## src/rtl/csync_pkg.sv

```systemverilog
package csync_pkg;

  // True when phase ph lies in the window [start, start+len).
  function automatic logic in_span(input int ph, input int start, input int len);
    return (ph >= start) && (ph < start + len);
  endfunction

  // Largest of two integers, used to size the phase counter.
  function automatic int max2(input int a, input int b);
    return (a > b) ? a : b;
  endfunction

endpackage

```

## src/rtl/csync_edge_det.sv

```systemverilog
module csync_edge_det (
  input  logic clk,
  input  logic rst,
  input  logic d_i,
  output logic rise_o
);
  logic d_q;

  always_ff @(posedge clk) begin
    if (rst) d_q <= 1'b0;
    else     d_q <= d_i;
  end

  assign rise_o = d_i & ~d_q;
endmodule

```

## src/rtl/csync_line_timer.sv

```systemverilog
module csync_line_timer #(
  parameter int HS_DELAY  = 2,
  parameter int HS_LEN    = 4,
  parameter int BURST_GAP = 5,
  parameter int BURST_LEN = 2
) (
  input  logic clk,
  input  logic rst,
  input  logic hs_i,
  input  logic rise_i,
  output logic hs_o,
  output logic burst_o,
  output logic hs_start_o
);
  import csync_pkg::*;

  localparam int BURST_AT = HS_DELAY + BURST_GAP;
  localparam int PH_SAT   = max2(HS_DELAY + HS_LEN, BURST_AT + BURST_LEN);
  localparam int PH_W     = $clog2(PH_SAT + 1);

  logic [PH_W-1:0] ph_q;
  logic [PH_W-1:0] ph_n;

  // Phase restarts on each controller edge and parks at PH_SAT.
  always_comb begin
    if (rise_i)                      ph_n = '0;
    else if (ph_q == PH_W'(PH_SAT))  ph_n = ph_q;
    else                             ph_n = ph_q + PH_W'(1);
  end

  assign hs_start_o = hs_i & (ph_n == PH_W'(HS_DELAY));

  always_ff @(posedge clk) begin
    if (rst) begin
      ph_q    <= PH_W'(PH_SAT);
      hs_o    <= 1'b0;
      burst_o <= 1'b0;
    end else begin
      ph_q    <= ph_n;
      hs_o    <= hs_i & in_span(int'(ph_n), HS_DELAY, HS_LEN);
      burst_o <= hs_i & in_span(int'(ph_n), BURST_AT, BURST_LEN);
    end
  end
endmodule

```

## src/rtl/csync_field_seq.sv

```systemverilog
module csync_field_seq #(
  parameter int VS_LINES = 3
) (
  input  logic clk,
  input  logic rst,
  input  logic vs_rise_i,
  input  logic hs_start_i,
  output logic vs_o
);
  localparam int LINE_W = $clog2(VS_LINES + 1);

  logic              pend_q;
  logic              pend_n;
  logic [LINE_W-1:0] left_q;

  assign pend_n = pend_q | vs_rise_i;

  always_ff @(posedge clk) begin
    if (rst) begin
      pend_q <= 1'b0;
      left_q <= '0;
      vs_o   <= 1'b0;
    end else if (hs_start_i && left_q != '0) begin
      left_q <= left_q - LINE_W'(1);
      vs_o   <= (left_q != LINE_W'(1));
      pend_q <= pend_n;
    end else if (hs_start_i && pend_n) begin
      left_q <= LINE_W'(VS_LINES);
      vs_o   <= 1'b1;
      pend_q <= 1'b0;
    end else begin
      pend_q <= pend_n;
    end
  end
endmodule

```

## src/rtl/csync_burst_gen.sv

```systemverilog
module csync_burst_gen #(
  parameter int HS_DELAY  = 2,
  parameter int HS_LEN    = 4,
  parameter int BURST_GAP = 5,
  parameter int BURST_LEN = 2,
  parameter int VS_LINES  = 3
) (
  input  logic clk,
  input  logic rst,
  input  logic crtc_hs_i,
  input  logic crtc_vs_i,
  output logic mon_hs_o,
  output logic burst_o,
  output logic mon_vs_o
);
  logic hs_rise;
  logic vs_rise;
  logic hs_start;

  csync_edge_det hs_edge_i (.clk(clk), .rst(rst), .d_i(crtc_hs_i), .rise_o(hs_rise));
  csync_edge_det vs_edge_i (.clk(clk), .rst(rst), .d_i(crtc_vs_i), .rise_o(vs_rise));

  csync_line_timer #(
    .HS_DELAY(HS_DELAY), .HS_LEN(HS_LEN),
    .BURST_GAP(BURST_GAP), .BURST_LEN(BURST_LEN)
  ) line_i (
    .clk(clk), .rst(rst), .hs_i(crtc_hs_i), .rise_i(hs_rise),
    .hs_o(mon_hs_o), .burst_o(burst_o), .hs_start_o(hs_start)
  );

  csync_field_seq #(.VS_LINES(VS_LINES)) field_i (
    .clk(clk), .rst(rst), .vs_rise_i(vs_rise),
    .hs_start_i(hs_start), .vs_o(mon_vs_o)
  );
endmodule

```

## config.mk

```make
export PLATFORM = sky130hd
export DESIGN_NAME = csync_burst_gen
export DESIGN_NICKNAME = d
export VERILOG_FILES = /design/src/rtl/csync_pkg.sv /design/src/rtl/csync_edge_det.sv /design/src/rtl/csync_line_timer.sv /design/src/rtl/csync_field_seq.sv /design/src/rtl/csync_burst_gen.sv
export SDC_FILE = /design/constraint.sdc
export NUM_CORES = 1
export LEC_CHECK = 0
export BUFFER_PORTS_ARGS = -buffer_cell sky130_fd_sc_hd__buf_4
export CORE_AREA = 5 5 42 44
export CTS_CLUSTER_SIZE = 8
export DETAILED_ROUTE_END_ITERATION = 12
export DIE_AREA = 0 0 47 49
export GPL_ROUTABILITY_DRIVEN = 0
export PLACE_DENSITY_LB_ADDON = 0.25
export SLEW_MARGIN = 10
export SYNTH_ARGS = -nofsm -noshare
export SYNTH_HDL_FRONTEND = slang
export SYNTH_HIERARCHICAL = 1
export SYNTH_SLANG_ARGS = --single-unit
export TNS_END_PERCENT = 10
```

## constraint.sdc

```tcl
create_clock -name clk -period 2.1 [get_ports clk]
set_input_delay 0.42 -clock clk [delete_from_list [all_inputs] [get_ports clk]]
set_output_delay 0.42 -clock clk [all_outputs]
set_load 0.05 [all_outputs]
```

==> flow_summary.toml <==
[routing]
drt-wirelength-per-cell_um = 12.3
drt_iter0_markers = 3
vias = 448
wl_mm = 1.09
drt-pass1-iter-count = 3
antenna_left = 0
viasPerCell = 5.09
drc = 0

[cts]
clock_sinks = 12
numCtsBuffers = 3
cts-root-buf = "clkbuf_4"
clock_latency_ns = 0.26
htree_levels = 1
clk_pin_slew_worst_paths_ns = 0.07
clock_path_buffers = 2
cts_tree = "yes"

[die]
dieWidth_um = 47
rows = 14
initial_core_util = 0.455
die_area_um2 = 2300
num_io_pins = 7
die_h_um = 49
fp.coreArea_um2 = 1400

[power_and_ir_drop]
p_switching_mw = 0.168
p_clk_frac = 0.240
p_leak_nw = 0.315
ir_worst_vdd_mv = 0.486
powerDensity_nw_per_um2 = 752
pwr-share-comb = 0.304
total_power_mw = 0.566
swShare = 0.298
seqPwrFrac = 0.457
internal_power_mw = 0.397

[logic_synthesis]
synth.distinct_cells = 27
synth-compound-area-share = 0.108
synthSimpleGateAreaFrac = 0.361
ys_seq_area_frac = 0.376
synthAdderAreaFrac = 0.0784
synth_top_family_by_area = "simple AND/OR/NAND/NOR gates"
synth_seq_cells = 12
ys_warn_count = 6
syn_nets = 68
syn_inst = 60
synth-xor-area-share = 0.0529
synthMuxAreaShare = 0
synth_area_per_cell_um2 = 10.6
synth_area_um2 = 638

[timing]
max_freq_mhz = 519
final_hold_viol_count = 0
finalSetupViolCount = 0
worstMarginPinSlew_ns = 0.517
relSlewSlack = 0.655
rsz0062_at_grt = "no"
post-route-min-period_ns = 1.93
slew_violations = 0
hold_slack_ns = 0.379
fin_skew_ns = 0.00276
fin_tns_setup_ns = 0
post-route-period-util = 0.918

[grt]
grt_pass1_vias = 453
antenna_found_initial = 0
grt_usage = 0.110
grt_pass1_wl_mm = 1.84
grt_start_max_net_pins = 13
grt_overflow = 0

[placement]
port_buffers = 6
dpl.hpwl_um = 809
placed_cell_area_um2 = 718

[critical_path]
max_stage_delay_ns = 0.36
crit_path_top_delay_cell = "or3b_1"
required_ns = 2.27
start_kind = "flip-flop"
crit_buf_inv = 1
crit_family = "simple AND/OR/NAND/NOR gates"
worstSetupPathType = "flip-flop to flip-flop"
cp_max_fo = 7
path_cells = "inv_1 -> ha_1 -> nand3b_4 -> nor2_1 -> a211oi_2 -> and4_4 -> or3b_1 -> o32ai_1"
critical_path.endpoint_type = "flip-flop"
critPathArrivalTime_ns = 2.10

[cells_and_area]
design_area_um2 = 752
fin_nets = 82
post-route-util = 0.537
layout-drive-gt1-share = 0.361
insertedDiodeCount = 0
area.growth.synth_to_final_pct = 17.8

[job]
cap_violations = 0

[status]
status = "complete, no violations"

[worst_hold_path]
min_path_type = "input pin to flip-flop"
==> power by group through the flow <==
stage / logic, mW / registers (mW) / clock network [mW]
final: 0.172 / 0.258 / 0.135
after global routing: 0.190 / 0.261 / 0.150
after CTS: 0.163 / 0.258 / 0.143
after detailed placement: 0.162 / 0.263 / 0
after global placement: 0.157 / 0.262 / 0
after floorplan: 0.109 / 0.273 / 0
==> per-layer routing <==
| metal | vias to the layer above | routed length [um] | track usage | part of all wire |
|---|---|---|---|---|
| met5 | - | 0 | 0 | 0 |
| met4 | 0 | 16 | 0.0691 | 0.015 |
| met3 | 2 | 22 | 0.0221 | 0.020 |
| met2 | 3 | 606 | 0.158 | 0.56 |
| met1 | 205 | 441 | 0.145 | 0.41 |
| li1 | 238 | - | - | - |
==> worst paths after layout <==
check                       from                 to  slack [ns]  cells after the start
setup / recovery  line_i/ph_q[1]  field_i/left_q[0]        0.17                      8
hold / removal         crtc_vs_i      vs_edge_i/d_q        0.38                      2
setup reg to reg  line_i/ph_q[1]  field_i/left_q[0]        0.17                      8
hold reg to reg   field_i/pend_q     field_i/pend_q        0.48                      2
==> stage by stage <==
stage / setup WS (ns) / cells
after floorplan: 0.199 / 60
after global placement: 0.0523 / 84
after detailed placement: -0.0342 / 84
after CTS: 0.0210 / 87
after global routing: 0.0235 / 88
final: 0.173 / 88
==> state kept, by name, indices dropped and copies added, names as in the netlist <==
signal and cells:
vs_edge_i/d_q 1, field_i/pend_q 1, line_i/hs_o 1, hs_edge_i/d_q 1, line_i/ph_q 4, field_i/left_q 2, field_i/vs_o 1, line_i/burst_o 1
==> cell usage in the layout, fill, tap and decap left out, types with 2 or more instances in the layout <==
cell,count
dfxtp_1,11
buf_4,9
nor2_1,7
inv_1,4
ha_1,4
nor2b_4,4
clkbuf_4,3
nor3b_1,2
and3b_1,2
a2111oi_2,2
nand2b_1,2
a21oi_1,2
nor2b_1,2
or2_2,2
==> synthesized netlist by cell type <==
master	n	area share
nand2_1	1	0.0059
or4b_1	1	0.016
nand4_1	1	0.0098
nand2b_1	2	0.020
dfxtp_1	12	0.38
nand3b_1	1	0.012
nor3b_1	2	0.024
a211oi_2	1	0.020
ha_1	4	0.078
xnor2_2	1	0.025
a211oi_1	1	0.012
a2111oi_2	2	0.047
xor2_1	1	0.014
and2b_2	1	0.014
o32ai_1	1	0.014
and3b_1	2	0.027
nor2b_4	4	0.086
nand3_1	1	0.0078
xnor2_1	1	0.014
nor2b_1	2	0.020
nand3b_4	1	0.031
and4_1	1	0.014
a21oi_1	2	0.016
inv_1	4	0.024
or2_2	2	0.020
nor2_1	7	0.041
or3b_1	1	0.014
==> layout make-up <==
class	instances	area, um^2
Timing Repair Buffer	9	67.6
Fill cell	145	649
Tap cell	16	20.0
Multi-Input combinational cell	44	385
Clock buffer	3	22.5
Inverter	4	15.0
Sequential cell	12	241
==> kinds of logic (layout without fill, tap and decap cells) <==
logic type,after synthesis,after routing
AOI/OAI and AO/OA,7,7
and+or+nand+nor,30,30
buffers and inverters,4,16
xor gates and xnor gates,3,3
adders and majority gates,4,4
DFF,12,12
==> repair_timing <==
item | 4_1_cts | 5_1_grt
hold buffers | 0 | 0
gates resized for setup | 1 | 2
pin swaps | 1 | 1
buffers inserted | 0 | 1
endpoints found under the setup margin | 1 | 3
No activity file was read; power rests on OpenSTA's default activity.
